--- src/rtl/lsc_pkg.sv ---
package lsc_pkg;

    localparam int KEY_W  = 4;
    localparam int DATA_W = 4;

    typedef enum logic [KEY_W-1:0] {
        MODE_LOCK = 4'h0,
        MODE_SELF = 4'h6,
        MODE_FCMP = 4'h9,
        MODE_FST  = 4'hF
    } lsc_mode_e;

    typedef enum logic {
        ADDR_STAT = 1'b0,
        ADDR_KEY  = 1'b1
    } lsc_addr_e;

    typedef struct packed {
        logic stc;
        logic cmpf;
    } lsc_status_t;

    function automatic logic key_known(input logic [KEY_W-1:0] k);
        return (k == MODE_LOCK) || (k == MODE_SELF) ||
               (k == MODE_FCMP) || (k == MODE_FST);
    endfunction

endpackage

--- src/rtl/lsc_compare.sv ---
module lsc_compare #(
    parameter int W      = 32,
    parameter int LANE_W = 8
) (
    input  logic [W-1:0] core_a,
    input  logic [W-1:0] core_b,
    input  logic [W-1:0] pat_a,
    input  logic [W-1:0] pat_b,
    input  logic         use_pat,
    output logic         mismatch
);
    localparam int NL    = (W + LANE_W - 1) / LANE_W;
    localparam int PAD_W = NL * LANE_W;

    logic [W-1:0]     sel_a, sel_b;
    logic [PAD_W-1:0] ext_a, ext_b;
    logic [NL-1:0]    lane_diff;

    always_comb begin
        sel_a = use_pat ? pat_a : core_a;
        sel_b = use_pat ? pat_b : core_b;
        ext_a = PAD_W'(sel_a);
        ext_b = PAD_W'(sel_b);
    end

    for (genvar gi = 0; gi < NL; gi++) begin : g_lane
        assign lane_diff[gi] = |(ext_a[gi*LANE_W +: LANE_W] ^ ext_b[gi*LANE_W +: LANE_W]);
    end

    assign mismatch = |lane_diff;

endmodule

--- src/rtl/lsc_selftest.sv ---
module lsc_selftest #(
    parameter int W = 32
) (
    input  logic         clk,
    input  logic         rst,
    input  logic         start,
    input  logic         abort,
    input  logic         run_en,
    input  logic         mismatch,
    output logic [W-1:0] pat_a,
    output logic [W-1:0] pat_b,
    output logic         done,
    output logic         fail,
    output logic         check_hit
);
    localparam int ST_LEN = 2 * W + 1;
    localparam int CNT_W  = $clog2(ST_LEN + 1);
    localparam logic [CNT_W-1:0] PH_ZERO = CNT_W'(W);
    localparam logic [CNT_W-1:0] PH_CHK  = CNT_W'(2 * W);
    localparam logic [W-1:0]     ONE_HOT = {{(W-1){1'b0}}, 1'b1};

    logic [CNT_W-1:0] cnt;
    logic             active_q;
    logic             err_q;
    logic             expect_mis;
    logic             last, step, bad;

    always_comb begin
        expect_mis = 1'b0;
        if (cnt < PH_ZERO) begin
            pat_a = ONE_HOT << cnt;
            pat_b = pat_a;
        end else if (cnt < PH_CHK) begin
            pat_a = ~(ONE_HOT << (cnt - PH_ZERO));
            pat_b = pat_a;
        end else begin
            pat_a      = '0;
            pat_b      = ONE_HOT;
            expect_mis = 1'b1;
        end
    end

    assign last      = (cnt == PH_CHK);
    assign step      = active_q && run_en;
    assign bad       = step && (mismatch != expect_mis);
    assign done      = step && last;
    assign fail      = done && (err_q || bad);
    assign check_hit = done && mismatch;

    always_ff @(posedge clk) begin
        if (rst) begin
            active_q <= 1'b0;
            cnt      <= '0;
            err_q    <= 1'b0;
        end else if (start) begin
            active_q <= 1'b1;
            cnt      <= '0;
            err_q    <= 1'b0;
        end else if (abort) begin
            active_q <= 1'b0;
        end else if (step) begin
            err_q <= err_q | bad;
            if (last) active_q <= 1'b0;
            else      cnt      <= cnt + 1'b1;
        end
    end

    // the sequence ends after its single completion cycle
    a_r3_single_done: assert property (@(posedge clk) disable iff (rst)
        (done && !start) |=> !active_q);

endmodule

--- src/rtl/lsc_regs.sv ---
module lsc_regs
    import lsc_pkg::*;
(
    input  logic              clk,
    input  logic              rst,
    input  logic              reg_wr,
    input  logic              reg_addr,
    input  logic [DATA_W-1:0] reg_wdata,
    input  logic              priv,
    input  logic              dbg_halt,
    input  logic              set_cmpf,
    input  logic              set_stc,
    output lsc_mode_e         mode,
    output logic              halted,
    output logic              st_start,
    output logic [DATA_W-1:0] reg_rdata
);
    lsc_status_t status_q;
    logic        frozen_q;
    logic        wr_ok, key_we, stat_we;

    assign halted   = frozen_q | dbg_halt;
    assign wr_ok    = reg_wr && priv && !halted;
    assign key_we   = wr_ok && (reg_addr == ADDR_KEY) && key_known(reg_wdata);
    assign stat_we  = wr_ok && (reg_addr == ADDR_STAT);
    assign st_start = key_we && (reg_wdata == MODE_SELF);

    always_ff @(posedge clk) begin
        if (rst) frozen_q <= 1'b0;
        else     frozen_q <= frozen_q | dbg_halt;
    end

    always_ff @(posedge clk) begin
        if (rst)
            mode <= MODE_LOCK;
        else if (key_we)
            mode <= lsc_mode_e'(reg_wdata);
        else if (!halted && (mode == MODE_FCMP || mode == MODE_FST))
            mode <= MODE_LOCK;
    end

    always_ff @(posedge clk) begin
        if (rst) begin
            status_q <= '0;
        end else if (!halted) begin
            status_q.cmpf <= set_cmpf | (status_q.cmpf & ~(stat_we & reg_wdata[0]));
            status_q.stc  <= set_stc  | (status_q.stc  & ~(stat_we & reg_wdata[1]) & ~st_start);
        end
    end

    always_comb begin
        if (reg_addr == ADDR_KEY)
            reg_rdata = mode;
        else
            reg_rdata = {2'b00, status_q.stc & (mode == MODE_SELF), status_q.cmpf};
    end

    // a forcing key falls back to normal compare on its own
    a_r6_force_returns: assert property (@(posedge clk) disable iff (rst)
        ((mode == MODE_FCMP || mode == MODE_FST) && !halted && !key_we) |=> (mode == MODE_LOCK));

    // an unprivileged write leaves a settled key untouched
    a_r8_user_key_kept: assert property (@(posedge clk) disable iff (rst)
        (reg_wr && !priv && (mode == MODE_LOCK || mode == MODE_SELF)) |=> $stable(mode));

    // status frozen while halted
    a_r9_status_frozen: assert property (@(posedge clk) disable iff (rst)
        halted |=> $stable(status_q));

    // completion of the self-test coincides with the compare flag
    a_r4_done_with_flag: assert property (@(posedge clk) disable iff (rst)
        $rose(status_q.stc) |-> status_q.cmpf);

endmodule

--- src/rtl/lockstep_cmp_top.sv ---
module lockstep_cmp_top
    import lsc_pkg::*;
#(
    parameter int W      = 32,
    parameter int LANE_W = 8
) (
    input  logic              clk,
    input  logic              rst,
    input  logic [W-1:0]      core_a,
    input  logic [W-1:0]      core_b,
    input  logic              reg_wr,
    input  logic              reg_addr,
    input  logic [DATA_W-1:0] reg_wdata,
    output logic [DATA_W-1:0] reg_rdata,
    input  logic              priv,
    input  logic              dbg_halt,
    output logic              cmp_err,
    output logic              st_err
);
    lsc_mode_e    mode;
    logic         halted, st_start;
    logic [W-1:0] pat_a, pat_b;
    logic         mismatch;
    logic         st_done, st_fail, st_check_hit;
    logic         lock_evt, fcmp_evt, fst_evt;
    logic         in_self;

    assign in_self  = (mode == MODE_SELF);
    assign lock_evt = (mode == MODE_LOCK) && mismatch && !halted;
    assign fcmp_evt = (mode == MODE_FCMP) && !halted;
    assign fst_evt  = (mode == MODE_FST)  && !halted;

    lsc_regs i_regs (
        .clk       (clk),
        .rst       (rst),
        .reg_wr    (reg_wr),
        .reg_addr  (reg_addr),
        .reg_wdata (reg_wdata),
        .priv      (priv),
        .dbg_halt  (dbg_halt),
        .set_cmpf  (lock_evt | fcmp_evt | st_check_hit),
        .set_stc   (st_done),
        .mode      (mode),
        .halted    (halted),
        .st_start  (st_start),
        .reg_rdata (reg_rdata)
    );

    lsc_selftest #(.W(W)) i_selftest (
        .clk       (clk),
        .rst       (rst),
        .start     (st_start),
        .abort     (!in_self),
        .run_en    (in_self && !halted),
        .mismatch  (mismatch),
        .pat_a     (pat_a),
        .pat_b     (pat_b),
        .done      (st_done),
        .fail      (st_fail),
        .check_hit (st_check_hit)
    );

    lsc_compare #(.W(W), .LANE_W(LANE_W)) i_compare (
        .core_a   (core_a),
        .core_b   (core_b),
        .pat_a    (pat_a),
        .pat_b    (pat_b),
        .use_pat  (in_self),
        .mismatch (mismatch)
    );

    always_ff @(posedge clk) begin
        if (rst) begin
            cmp_err <= 1'b0;
            st_err  <= 1'b0;
        end else begin
            cmp_err <= lock_evt | fcmp_evt;
            st_err  <= fst_evt | st_fail;
        end
    end

    // a differing sample in normal compare gives the pulse
    a_r1_lock_pulse: assert property (@(posedge clk) disable iff (rst)
        ((mode == MODE_LOCK) && (core_a != core_b) && !halted) |=> cmp_err);

    // no error reported while halted
    a_r9_quiet_halt: assert property (@(posedge clk) disable iff (rst)
        halted |=> (!cmp_err && !st_err));

    // self-test-error forcing never touches the compare path
    a_r7_fst_no_cmp: assert property (@(posedge clk) disable iff (rst)
        ((mode == MODE_FST) && !halted) |=> !cmp_err);

    // cores ignored during self-test
    a_r3_self_no_cmp: assert property (@(posedge clk) disable iff (rst)
        in_self |=> !cmp_err);

endmodule

--- config.mk ---
export PLATFORM = sky130hd
export DESIGN_NAME = lockstep_cmp_top
export DESIGN_NICKNAME = d
export VERILOG_FILES = /design/src/rtl/lsc_pkg.sv /design/src/rtl/lsc_compare.sv /design/src/rtl/lsc_selftest.sv /design/src/rtl/lsc_regs.sv /design/src/rtl/lockstep_cmp_top.sv
export SDC_FILE = /design/constraint.sdc
export NUM_CORES = 1
export LEC_CHECK = 0
export BUFFER_PORTS_ARGS = -buffer_cell sky130_fd_sc_hd__buf_2
export CORE_MARGIN = 4
export CORE_UTILIZATION = 48
export DETAILED_ROUTE_END_ITERATION = 16
export PLACE_DENSITY = 0.8
export SLEW_MARGIN = 20
export SYNTH_ARGS = -nofsm -noshare
export SYNTH_HDL_FRONTEND = slang
export SYNTH_HIERARCHICAL = 1
export SYNTH_SLANG_ARGS = --single-unit
--- constraint.sdc ---
create_clock -name clk -period 3.3 [get_ports clk]
set_input_delay 0.495 -clock clk [delete_from_list [all_inputs] [get_ports clk]]
set_output_delay 0.495 -clock clk [all_outputs]
set_load 0.02 [all_outputs]
Yosys cells after proc, flatten, opt, wreduce, memory -nomap -nowiden
Index checks and enable logic that the tools add are counted.
{ "op_classes": {"add_sub_neg": 2, "n_lt_le_gt_ge": 2, "n_eq_ne": 10, "n_shift": 2, "muxes": 15, "n_bitwise": 23, "reduce_logical": 31} }
{ "op_table": {"columns": ["cell", "count"], "rows": [
  ["2-to-1 mux 32 bit", 6],
  ["left shift 1 x 7 -> 32 bit, first input constant", 2],
  ["inverter 32 bit", 1],
  ["OR reduction 32 bit", 1],
  ["bitwise XOR 8 bit", 4],
  ["logical AND 1 bit", 17],
  ["== test 4 bit, second input constant", 4],
  ["2-to-1 mux 4 bit", 3],
  ["== test 4 x 3 -> 1 bit, second input constant", 2],
  ["zero test 4 bit", 2],
  ["adder 7 x 1 -> 7 bit, second input constant", 1],
  ["== test 7 bit, second input constant", 1],
  ["< comparator 7 x 6 -> 1 bit, second input constant", 1],
  ["< comparator 7 bit, second input constant", 1],
  ["bitwise OR 1 bit", 7],
  ["subtractor 7 x 6 -> 7 bit, second input constant", 1],
  ["bitwise AND 1 bit", 6],
  ["2-to-1 mux 1 bit", 6],
  ["!= test 3 bit, second input constant", 2],
  ["logical OR 1 bit", 5],
  ["inverter 1 bit", 5],
  ["AND reduction 2 bit", 2],
  ["AND reduction 3 bit", 1],
  ["nonzero test 2 bit", 1],
  ["3 further kinds", 3]
]} }
{ "totals": {"regBits": 18, "output_inout_bits": 6, "word_cells": 94} }

Longest topological paths before layout
Gate-level depths: netlist (run 1).
{ "logic_depth": {"depth_word": 13, "depth_mapped": 17, "mapped_depth_nobuf": 14} }

By module
The synthesis (run 1) kept the hierarchy.
{ "modules_own_cells": {"columns": ["module", "instances", "cells_per_inst", "area_per_inst_um2"], "rows": [
  ["lsc_selftest", 1, 203, 1397.6],
  ["lsc_compare", 1, 88, 709.4],
  ["lsc_regs", 1, 51, 421.7],
  ["lockstep_cmp_top", 1, 15, 127.6]
]} }

Worst setup path before layout (run 1)
Ideal clock, no wire load.
{ "synth_path": {"path_type": "register to register", "startpoint": "register i_selftest.cnt[5]", "endpoint": "register i_regs/status_q[0] in the netlist's numbering", "setup_time_ns": 0.065, "arrival_ns": 3.011, "t_required_ns": 3.235, "path_slack_ns": 0.225, "path_stages_with_launch": 17, "n_path_buf": 3, "period_less_slack_ns": 3.075, "path_cell_list": "dfxtp_1 buf_2 inv_1 ha_1 nand3_1 buf_2 nor2_1 o22ai_1 buf_4 xor2_1 nor4_1 and3_1 a31oi_1 or3b_1 a2bb2oi_1 a22oi_1 nor2_1"} }
{ "synth_between": {"elab_chain_cells": 13, "word_cells_on_any_way": 25, "cone_classes": "1 x add/sub; 2 x order compare; 1 x eq/ne; 2 x shift; 6 x mux; 8 x bitwise; 5 x reduce/logical"} }
{ "synth_rtl": {"columns": ["element", "line_no", "rtl"], "rows": [
  ["start, declared", "lsc_selftest.sv:22", "logic [CNT_W-1:0] cnt;"],
  ["start signal, assigned", "lsc_selftest.sv:64", "else cnt <= cnt + 1'b1;"],
  ["subtractor 7 x 6 -> 7 bit", "lsc_selftest.sv:34", "pat_a = ~(ONE_HOT << (cnt - PH_ZERO));"],
  ["left shift 1 x 7 -> 32 bit", "lsc_selftest.sv:34", null],
  ["inverter 32 bit", "lsc_selftest.sv:34", null],
  ["2-to-1 mux 32 bit", "lsc_selftest.sv:33", "end else if (cnt < PH_CHK) begin"],
  ["2-to-1 mux 32 bit (*)", "lsc_selftest.sv:30", "if (cnt < PH_ZERO) begin"],
  ["via pat_a[31]", "lockstep_cmp_top.sv:22", "logic [W-1:0] pat_a, pat_b;"],
  ["2-to-1 mux 32 bit (*)", "lsc_compare.sv:20", "sel_a = use_pat ? pat_a : core_a;"],
  ["bitwise XOR 8 bit (*)", "lsc_compare.sv:27", "assign lane_diff[gi] = |(ext_a[gi*LANE_W +: LANE_W] ^ ext_b[gi*LANE_W +: LANE_W]);"],
  ["OR reduction 32 bit (*)", "lsc_compare.sv:30", "assign mismatch = |lane_diff;"],
  ["via mismatch", "lockstep_cmp_top.sv:23", "logic mismatch;"],
  ["logical AND 1 bit (2 in a row)", "lockstep_cmp_top.sv:29", "assign lock_evt = (mode == MODE_LOCK) && mismatch && !halted;"],
  ["bitwise OR 1 bit", "lockstep_cmp_top.sv:41", ".set_cmpf (lock_evt | fcmp_evt | st_check_hit),"],
  ["bitwise OR 1 bit (*)", "lockstep_cmp_top.sv:41", null],
  ["bitwise OR 1 bit (*)", "lsc_regs.sv:46", "status_q.cmpf <= set_cmpf | (status_q.cmpf & ~(stat_we & reg_wdata[0]));"],
  ["end, declared", "lsc_regs.sv:18", "lsc_status_t status_q;"]
]} }
Mark *: on every way through the listed nets, which the timed path passes. The rest lies on a longest branch.
A chain may end at the register's enable or synchronous reset.

Worst setup path in the final report (run 1)
{ "layout_path": {"startpoint": "register i_selftest.cnt[2]", "endpoint": "register i_regs/status_q[0] in the netlist's numbering"} }
{ "layout_between": {"word_cells_on_any_way": 25, "cone_classes": "1 x add/sub; 2 x order compare; 1 x eq/ne; 2 x shift; 6 x mux; 8 x bitwise; 5 x reduce/logical"} }
{ "layout_lines": {"columns": ["element", "line_no", "rtl"], "rows": [
  ["subtractor 7 x 6 -> 7 bit", "lsc_selftest.sv:34", null],
  ["left shift 1 x 7 -> 32 bit", "lsc_selftest.sv:34", null],
  ["inverter 32 bit", "lsc_selftest.sv:34", null],
  ["2-to-1 mux 32 bit", "lsc_selftest.sv:33", null],
  ["2-to-1 mux 32 bit (*)", "lsc_selftest.sv:30", null],
  ["via pat_a[3]", "lockstep_cmp_top.sv:22", null],
  ["2-to-1 mux 32 bit (*)", "lsc_compare.sv:20", null],
  ["bitwise XOR 8 bit (*)", "lsc_compare.sv:27", null],
  ["OR reduction 32 bit (*)", "lsc_compare.sv:30", null],
  ["via mismatch", "lockstep_cmp_top.sv:23", null],
  ["logical AND 1 bit (*)", "lsc_selftest.sv:48", "assign check_hit = done && mismatch;"],
  ["via st_check_hit", "lockstep_cmp_top.sv:24", "logic st_done, st_fail, st_check_hit;"],
  ["bitwise OR 1 bit (*)", "lockstep_cmp_top.sv:41", null],
  ["bitwise OR 1 bit (*)", "lsc_regs.sv:46", null]
]} }
Marked as above.

==> results of run 1 <==
-- logic make-up after synthesis --
family | after synthesis | share of synthesized area (%)
simple gates | 134 | 30.9
compound gates | 69 | 16.5
xor+xnor | 68 | 22.4
buf+inv | 62 | 14.1
flops | 18 | 13.6
mux | 3 | 1.18
fa+ha+maj | 3 | 1.41
-- sequential cells by signal, summed over array words and instances, names as in the netlist --
register,cells
i_regs/frozen_q,1
i_selftest/cnt,7
cmp_err,1
i_regs/mode,4
i_regs/status_q,2
st_err,1
i_selftest/err_q,1
i_selftest/active_q,1
-- power groups by stage --
stage,sequential (mW),clock [mW],combinational (mW)
finish,0.222,0.154,0.113
global route,0.223,0.168,0.126
CTS,0.222,0.158,0.114
detailed placement,0.227,0,0.113
global placement,0.227,0,0.110
floorplan,0.228,0,0.0510
-- layout make-up --
cell class / count / area [µm²] / area share [%]
Tap cell: 70 / 87.6 / 2.98
Sequential cell: 18 / 362 / 12.3
Timing Repair Buffer: 89 / 470 / 16.0
Inverter: 10 / 37.5 / 1.28
Clock buffer: 3 / 41.3 / 1.40
Multi-Input combinational cell: 277 / 1940 / 66.0
-- layer usage --
layer  vias to the layer above  share of wire [%]
met2                        79                 51
met1                      1210                 42
met4                         0               0.78
met3                         6                6.2
li1                       1362                  -
met5                         -                  0
-- final timing paths --
| path | end | cells after the start |
|---|---|---|
| hold reg to reg | i_regs/status_q[1] | 2 |
| setup reg to reg | i_regs/status_q[0] | 12 |
| setup / recovery | i_regs/status_q[0] | 12 |
| hold / removal | i_regs/status_q[1] | 2 |
-- per-stage QoR --
step / hold WS (ps) / util (%)
6_report: 459 / 56.1
5_1_grt: 489 / 56.1
4_1_cts: 460 / 55.6
3_5_place_dp: 450 / 54.8
3_3_place_gp: 444 / 54.8
2_1_floorplan: 430 / -
-- worst max-delay path: cells and delay by family, from the launching register on --
kind | cells | cell delay, ps
DFF | 1 | 440
AOI/OAI and AO/OA | 5 | 840
xor gates and xnor gates | 1 | 170
and+or+nand+nor | 6 | 1540
-- layout by cell type (no fill, tap or decap), drive strengths merged, types with 4 or more instances in the layout --
master	netlist	final
nand2	13	13
o22ai	30	30
or3	8	8
nand2b	8	8
nand3	9	9
xnor2	35	35
o21ai	8	8
buf	45	89
nand4	15	15
or2	4	4
dfxtp	18	18
a21oi	15	15
inv	10	10
nor2	10	10
nor4	11	11
xor2	33	33
and2	4	4
nor3	30	30
nand3b	5	5
-- what timing repair did --
| action | 4_1_cts | 5_1_grt |
|---|---|---|
| setup buffers | 0 | 1 |
| resized for setup | 0 | 6 |
| endpoints found under the setup margin | 0 | 2 |
==> impl_metrics.env, run 1 <==
export IMPL_crit_path_frequent_cell="a21oi_1"
export IMPL_synth_nets=434
export IMPL_n_antenna_cell=0
export IMPL_hp_class="flop to flop"
export IMPL_worstPathArrival_ps=3230
export IMPL_holdCritStartpoint="i_regs/status_q[1]"
export IMPL_clockPowerShare_pct=31.4
export IMPL_setup_slack_ps=213
export IMPL_final_antenna_net_count=0
export IMPL_setup_viol=0
export IMPL_fin_nets=476
export IMPL_coreArea_um2=5240
export IMPL_ys_top_cells_by_count="xnor2_1, xor2_1, buf_4"
export IMPL_critPathSlowestCell="or2_2"
export IMPL_finalClockSkew_ps=0.611
export IMPL_drt_pre_antenna_iters=4
export IMPL_cts_max_level=1
export IMPL_viasPerCell=5.69
export IMPL_gp_congestion=0.878
export IMPL_placementRows=26
export IMPL_first_global_vias=2482
export IMPL_finalWirelength_um=6500
export IMPL_synth_edf_count=0
export IMPL_use_met1_pct=24.2
export IMPL_timing_rr_start="i_selftest/cnt[2]"
export IMPL_worstPathRequired_ps=3440
export IMPL_synth_most_common_cell="xnor2_1"
export IMPL_cts_tree="yes"
export IMPL_die_h_um=82.4
export IMPL_clkLatencyLatePin_ps=250
export IMPL_seq_power_share_pct=45.4
export IMPL_num_io_pins=80
export IMPL_finalHoldViolCount=0
export IMPL_critPathKind="flop to flop"
export IMPL_cp_end_kind="flop"
export IMPL_cts_max_path_buffers=2
export IMPL_synth_largest_area_cell="dfxtp_1"
export IMPL_design_area_um2=2940
export IMPL_antenna_found_initial=0
export IMPL_drv_cap=0
export IMPL_vdd_drop_max_mv=0.291
export IMPL_grt_start_max_net_pins=19
export IMPL_grt_ovfl_total=0
export IMPL_startpoint_type="flop"
export IMPL_avgSynthCellArea_um2=7.44
export IMPL_start_util_pct=50.7
export IMPL_drc=0
export IMPL_ys_seq_area_share_pct=13.6
export IMPL_ys_seq_elements=18
export IMPL_globalRouteTotalUtil_pct=19.2
export IMPL_numCtsBuffers=3
export IMPL_grt_busiest_layer="met2"
export IMPL_grt_pass1_wl_um=10700
export IMPL_dpl_cell_count=463
export IMPL_powerDensity_nw_per_um2=167
export IMPL_switching_share_pct=25.8
export IMPL_fill_cells=494
export IMPL_status="finished clean"
export IMPL_final_cells=467
export IMPL_power_total_uw=489
export IMPL_post_route_period_util_pct=93.6
export IMPL_synth_area_top_cells="dfxtp_1, xnor2_1, xor2_1"
export IMPL_path_clk_slew_ps=70
export IMPL_dpl_instance_area_um2=2870
export IMPL_fmax_mhz=324
export IMPL_fp_dieW_um=82.4
export IMPL_drive_gt1_share_pct=27.7
export IMPL_synthFlopType="dfxtp_1"
export IMPL_critical_path_max_stage_delay_ps=490
export IMPL_root_buffer="clkbuf_8"
export IMPL_p_leak_nw=1.10
export IMPL_synthesis_instances=357
export IMPL_dieArea_um2=6790
export IMPL_crit_fanout=18
export IMPL_syn_cell_area_um2=2660
export IMPL_tns_ps=0
export IMPL_clock_sinks=18
export IMPL_path_cells="or2_2 > or4_1 > a21oi_1 > xnor2_1 > nand4_1 > nor4_1 > a31oi_2 > and2_1 > a21oi_1 > a2bb2oi_1 > a22oi_1 > nor2_1"
export IMPL_initialDrtViolationCount=123
export IMPL_grt_use_met3_pct=1.08
export IMPL_p_switching_uw=126
export IMPL_yosys_warnings=6
export IMPL_vias=2657
export IMPL_synth_cell_types=56
export IMPL_slew_viol_final=0
export IMPL_avgRoutedWirePerCell_um=13.9
export IMPL_worst_slew_pin_slew_ps=507
export IMPL_post_route_min_period_ps=3090
export IMPL_port_buffers=79
export IMPL_dp_final_hpwl_um=5090
export IMPL_reg2reg_slack_ps=210
export IMPL_synth_top_area_share_pct=13.6
export IMPL_async_reset_ff_share_pct=0
export IMPL_pre_cts_slack_ps=179
export IMPL_postCtsHoldBufs=0
export IMPL_worstSetupStartpoint="i_selftest/cnt[2]"
export IMPL_p_int_uw=363
export IMPL_combPwrFrac_pct=23.1
export IMPL_grtUsageMet2_pct=35.5
export IMPL_slew_headroom_pct=65.9
export IMPL_syn2layout_area_growth_pct=10.6
Note: power is estimated with default switching activity, not from simulation.
==> run 2, diff against run 1 <==
- ABC_AREA: not set -> 1
- CORE_UTILIZATION: 48 -> 50
- GPL_TIMING_DRIVEN: not set -> 0
- PLACE_DENSITY: 0.8 -> 0.81
==> run 2 against run 1 <==
Core utilization rose by 6.7 points; sequential share of layout area down 2.8 points; highest routed layer unchanged; die area is 14% higher.
==> impl_metrics.env, run 2 <==
export IMPL_cp_buffers_inverters=6
export IMPL_placementRows=28
export IMPL_avgSynthCellArea_um2=5.24
export IMPL_num_io_pins=80
export IMPL_clock_sinks=18
export IMPL_layout_commonest_cell="nand2_1"
export IMPL_grt_pass1_wl_um=13800
export IMPL_slew_headroom_pct=63.4
export IMPL_dieArea_um2=7750
export IMPL_final_antenna_net_count=0
export IMPL_n_antenna_cell=0
export IMPL_grt_ovfl_total=0
export IMPL_yosys_warnings=6
export IMPL_cts_tree="yes"
export IMPL_cts_max_level=1
export IMPL_most_common_layout_cells="nand2_1, inv_1, buf_2"
export IMPL_p_switching_uw=142
export IMPL_synth_area_top_cells="nand2_1, dfxtp_1, inv_1"
export IMPL_gp_congestion=0.982
export IMPL_post_route_period_util_pct=92.2
export IMPL_numCtsBuffers=3
export IMPL_port_buffers=79
export IMPL_fp_dieW_um=88.0
export IMPL_worstPathArrival_ps=3190
export IMPL_ys_seq_elements=18
export IMPL_critPathKind="flop to flop"
export IMPL_synth_cell_types=30
export IMPL_status="finished clean"
export IMPL_finalHoldViolCount=0
export IMPL_finalClockSkew_ps=5.96
export IMPL_combPwrFrac_pct=24.3
export IMPL_drive_gt1_share_pct=25.1
export IMPL_die_h_um=88.0
export IMPL_final_cells=772
export IMPL_dpl_cell_count=765
export IMPL_start_util_pct=52.8
export IMPL_power_total_uw=530
export IMPL_p_leak_nw=1.98
export IMPL_coreArea_um2=6060
export IMPL_seq_power_share_pct=41.8
export IMPL_first_global_vias=3424
export IMPL_path_clk_slew_ps=70
export IMPL_syn_cell_area_um2=3200
export IMPL_drc=0
export IMPL_fmax_mhz=329
export IMPL_initialDrtViolationCount=197
export IMPL_synth_top_area_share_pct=23.0
export IMPL_synth_nets=688
export IMPL_grt_start_max_net_pins=12
export IMPL_holdWs_ps=487
export IMPL_startpoint_type="flop"
export IMPL_worstPathRequired_ps=3440
export IMPL_synth_most_common_cell="nand2_1"
export IMPL_hp_class="flop to flop"
export IMPL_cts_max_path_buffers=2
export IMPL_ys_top_cells_by_count="nand2_1, inv_1, nor2_1"
export IMPL_globalRouteTotalUtil_pct=21.0
export IMPL_clkLatencyLatePin_ps=250
export IMPL_dp_final_hpwl_um=6880
export IMPL_pre_cts_slack_ps=148
export IMPL_worst_slew_pin_slew_ps=549
export IMPL_regMostFlops="i_selftest/cnt"
export IMPL_cp_end_kind="flop"
export IMPL_vias=3757
export IMPL_powerDensity_nw_per_um2=139
export IMPL_critPathSlowestCell="dfxtp_1"
export IMPL_setup_slack_ps=257
export IMPL_vdd_drop_max_mv=0.231
export IMPL_top_regs="i_selftest/cnt (7), i_regs/mode (4), i_regs/status_q (2)"
export IMPL_slew_viol_final=0
export IMPL_clockPowerShare_pct=33.9
export IMPL_switching_share_pct=26.8
export IMPL_largest_reg_flops=7
export IMPL_p_int_uw=388
export IMPL_drv_cap=0
export IMPL_viasPerCell=4.87
export IMPL_path_cells="buf_6 > clkinvlp_4 > ha_4 > inv_1 > nor3_4 > nand2_1 > o21ai_1 > o21ai_1 > buf_4 > xnor2_1 > nand2_1 > nor2_1 > nand3_2 > nor2_1 > nor2_2 > inv_1 > nand2_1 > a21oi_2 > nor3_1 > inv_1 > a21oi_1"
export IMPL_syn2layout_area_growth_pct=19.0
export IMPL_avgRoutedWirePerCell_um=10.6
export IMPL_post_route_min_period_ps=3040
export IMPL_root_buffer="clkbuf_8"
export IMPL_ys_seq_area_share_pct=11.3
export IMPL_synthesis_instances=611
export IMPL_drt_pre_antenna_iters=5
export IMPL_synth_edf_count=0
export IMPL_synthFlopType="dfxtp_1"
export IMPL_crit_fanout=8
export IMPL_fin_nets=775
export IMPL_fill_cells=615
export IMPL_critical_path_max_stage_delay_ps=320
export IMPL_synth_largest_area_cell="nand2_1"
export IMPL_finalWirelength_um=8200
export IMPL_cp_top_family="simple AND/OR/NAND/NOR gates"
export IMPL_antenna_found_initial=0
export IMPL_async_reset_ff_share_pct=0
export IMPL_setup_viol=0
==> run 2: through the flow <==
step | util, % | setup TNS (ps) | instance area [µm²]
after floorplan | - | 0 | 3200
after global placement | 60.9 | 0 | 3690
after detailed placement | 60.9 | 0 | 3690
after CTS | 61.8 | 0 | 3750
after global routing | 62.9 | -32.9 | 3810
final | 62.9 | 0 | 3810
==> run 2: timing repair <==
action | in CTS | in global routing
setup endpoints to repair | 0 | 3
setup buffers | 0 | 3
hold buffers | 0 | 0
gates resized for setup | 0 | 14
==> run 2: metal layers <==
layer / global-route usage, % / vias to the layer above / wire, µm
li1: - / 2015 / -
met1: 26.0 / 1605 / 3550
met4: 3.30 / 0 / 113
met3: 2.26 / 15 / 514
met2: 39.7 / 122 / 4020
met5: 0 / - / 0
==> run 2: cells by family after synthesis <==
| kind of cell | count (synthesis) | synth area share, % |
|---|---|---|
| AND/OR/NAND/NOR | 328 | 45.4 |
| buffers and inverters | 154 | 22.2 |
| AO/OA/AOI/OAI | 85 | 13.6 |
| XOR/XNOR | 23 | 6.29 |
| flip-flops | 18 | 11.3 |
| adder cells (fa/ha/maj) | 3 | 1.17 |
==> run 2: area by class of cell <==
| cell class | count | area, µm² | area share [%] |
|---|---|---|---|
| multi-input combinational | 439 | 2160 | 56.6 |
| inverter | 111 | 423 | 11.1 |
| timing repair buffer | 82 | 418 | 11.0 |
| sequential | 18 | 360 | 9.46 |
| buffer | 43 | 303 | 7.95 |
| tap | 75 | 93.8 | 2.46 |
| clock buffer | 4 | 55.1 | 1.44 |
==> run 2: worst paths after layout <==
| path | start | end | slack (ps) | cells past startpoint |
|---|---|---|---|---|
| setup / recovery | i_selftest/cnt[6] | st_err | 260 | 21 |
| hold / removal | i_regs/status_q[0] | i_regs/status_q[0] | 490 | 2 |
| setup reg to reg | i_selftest/cnt[6] | st_err | 260 | 21 |
| hold reg to reg | i_regs/status_q[0] | i_regs/status_q[0] | 490 | 2 |
==> run 2: worst min-delay path, stage by stage, from the launching register on <==
cell and delay, ps:
dfxtp_1 310, o21ai_0 70, a21oi_1 60
==> run 2: power by group through the flow <==
stage	registers [mW]	logic [mW]	clock network, mW
6_report	0.221	0.129	0.180
5_1_grt	0.221	0.148	0.190
4_1_cts	0.221	0.130	0.185
3_5_place_dp	0.226	0.130	0
3_3_place_gp	0.226	0.126	0
2_1_floorplan	0.227	0.0652	0
==> run 3, diff against run 2 <==
- ABC_AREA: 1 -> 0
- CORE_UTILIZATION: 50 -> 48
- PLACE_DENSITY: 0.81 -> 0.8
==> run 3 against run 2 <==
First-iteration DRC count decreased by 2.5%; sequential share of layout area rose by 0.86 points; power decreased by 9.2%; clock power decreased by 18%; fmax is 4.3% lower; routed wire length decreased by 3.9%; sequential cell count stayed put; non-clock buffer count rose by 15; critical path depth fell by 4; clock skew decreased by 1.3 ps; register-to-register slack got worse by 140 ps.
==> impl_metrics.env, run 3 (synthesis results as in run 1) <==
export IMPL_globalRouteTotalUtil_pct=21.6
export IMPL_placementRows=26
export IMPL_holdPathStages=1
export IMPL_design_area_um2=3540
export IMPL_root_buffer="clkbuf_8"
export IMPL_vdd_drop_max_mv=0.212
export IMPL_start_util_pct=50.7
export IMPL_most_common_layout_cells="buf_2, buf_4, xnor2_1"
export IMPL_clkLatencyLatePin_ps=250
export IMPL_dp_final_hpwl_um=5540
export IMPL_slew_viol_final=0
export IMPL_clock_sinks=18
export IMPL_holdCritStartpoint="i_selftest/err_q"
export IMPL_drive_gt1_share_pct=41.5
export IMPL_finalWirelength_um=7880
export IMPL_seqCellArea_um2=365
export IMPL_antenna_found_initial=0
export IMPL_avgRoutedWirePerCell_um=15.2
export IMPL_hp_class="flop to flop"
export IMPL_startpoint_type="flop"
export IMPL_pre_cts_slack_ps=-412
export IMPL_coreArea_um2=5240
export IMPL_drc=0
export IMPL_slew_headroom_pct=58.9
export IMPL_setup_viol=0
export IMPL_reg2reg_to="i_regs/status_q[0]"
export IMPL_regMostFlops="i_selftest/cnt"
export IMPL_dpl_instance_area_um2=3130
export IMPL_worstPathRequired_ps=3440
export IMPL_reg2reg_slack_ps=120
export IMPL_layout_commonest_cell="buf_2"
export IMPL_cp_end_kind="flop"
export IMPL_p_leak_nw=1.44
export IMPL_port_buffers=78
export IMPL_utilization_pct=67.6
export IMPL_critPathKind="flop to flop"
export IMPL_worstPathArrival_ps=3320
export IMPL_rr_worst_depth=17
export IMPL_holdWs_ps=477
export IMPL_finalHoldViolCount=0
export IMPL_num_io_pins=80
export IMPL_syn2layout_area_growth_pct=33.3
export IMPL_post_route_period_util_pct=96.4
export IMPL_grt_start_max_net_pins=13
export IMPL_vias=2990
export IMPL_fill_cells=442
export IMPL_setup_slack_ps=119
export IMPL_drv_cap=0
export IMPL_die_h_um=82.4
export IMPL_cts_max_level=1
export IMPL_path_clk_slew_ps=60
export IMPL_cts_tree="yes"
export IMPL_top_regs="i_selftest/cnt (7), i_regs/mode (4), i_regs/status_q (2)"
export IMPL_postCtsHoldBufs=0
export IMPL_numCtsBuffers=3
export IMPL_fin_nets=527
export IMPL_fp_dieW_um=82.4
export IMPL_tns_ps=0
export IMPL_status="finished clean"
export IMPL_grt_ovfl_total=0
export IMPL_multi_input_area_um2=2160
export IMPL_crit_fanout=8
export IMPL_hold_end="i_selftest/err_q"
export IMPL_fmax_mhz=314
export IMPL_finalClockSkew_ps=4.63
export IMPL_viasPerCell=5.77
export IMPL_first_global_vias=2692
export IMPL_gp_congestion=0.901
export IMPL_dieArea_um2=6790
export IMPL_largest_reg_flops=7
export IMPL_worst_slew_pin_slew_ps=610
export IMPL_final_antenna_net_count=0
export IMPL_drt_pre_antenna_iters=5
export IMPL_initialDrtViolationCount=192
export IMPL_powerDensity_nw_per_um2=136
export IMPL_post_route_min_period_ps=3180
export IMPL_cts_max_path_buffers=2
export IMPL_timing_rr_start="i_selftest/cnt[5]"
export IMPL_n_antenna_cell=0
export IMPL_grt_pass1_wl_um=11800
run 3: cell types whose count changed in the layout (fill, tap and decap cells not counted), sizes merged, moves of 17 or more:
cell   previous run  this run
nand3            26         9
nor2             79        10
xnor2            15        35
nand2           200        13
o21ai            69         8
o22ai             2        30
inv             110        10
xor2              8        33
run 3: repair_timing:
action / CTS / global route
endpoints found under the setup margin: 4 / 3
pin swaps: 3 / 9
buffers inserted: 2 / 7
gates cloned: 0 / 1
resized for setup: 20 / 40
run 3: worst max path at each step:
stage	start	to	slack [ps]	cells past startpoint
2_1_floorplan	i_selftest/cnt[5]	i_regs/status_q[0]	220	16
3_3_place_gp	i_selftest/cnt[5]	i_regs/status_q[0]	-400	17
3_5_place_dp	i_selftest/cnt[5]	i_regs/status_q[0]	-410	17
4_1_cts	i_selftest/cnt[5]	i_regs/status_q[0]	20	17
5_1_grt	i_selftest/cnt[0]	i_regs/status_q[0]	-80	13
6_report	i_selftest/cnt[5]	i_regs/status_q[0]	120	17
run 3: report_power, final:
part	leakage (nW)	internal (mW)	switching [mW]	total, mW
registers	0.147	0.219	0.00197	0.221
logic	1.27	0.0611	0.0508	0.112
clock network	0.0216	0.0811	0.0670	0.148
total	1.44	0.362	0.120	0.481
run 3: cell type report:
class | instances | share of cell area [%]
Timing Repair Buffer | 88 | 13.6
Buffer | 52 | 10.4
Multi-Input combinational cell | 277 | 60.9
Inverter | 10 | 1.06
Clock buffer | 3 | 1.17
Tap cell | 70 | 2.47
Sequential cell | 18 | 10.3
run 3: critical path: stages, from the launching register on:
cell       delay, ps
dfxtp_4          380
buf_8            120
inv_2             50
ha_4             280
nand3_4          160
buf_8            200
nor3_1           180
o22ai_1          150
buf_4            160
xnor2_1          120
nand4_1          170
nor4_4           340
a31oi_4          150
and2_1           180
a21oi_1          110
a2bb2oi_1         80
a22oi_1          200
nor2_1            50
run 3: per-layer routing:
layer	GRT usage [%]	share of wire [%]	wire [µm]	up-vias
met5	0	0	0	-
met1	25.9	39	3100	1359
met3	2.17	7.3	577	27
met4	4.98	2.6	208	0
met2	40.8	51	3990	147
li1	-	-	-	1457
run 3: stage by stage:
step | power, mW | cells
after floorplan | 0.279 | 357
after global placement | 0.336 | 505
after detailed placement | 0.339 | 505
after CTS | 0.488 | 510
after global routing | 0.511 | 518
final | 0.481 | 518
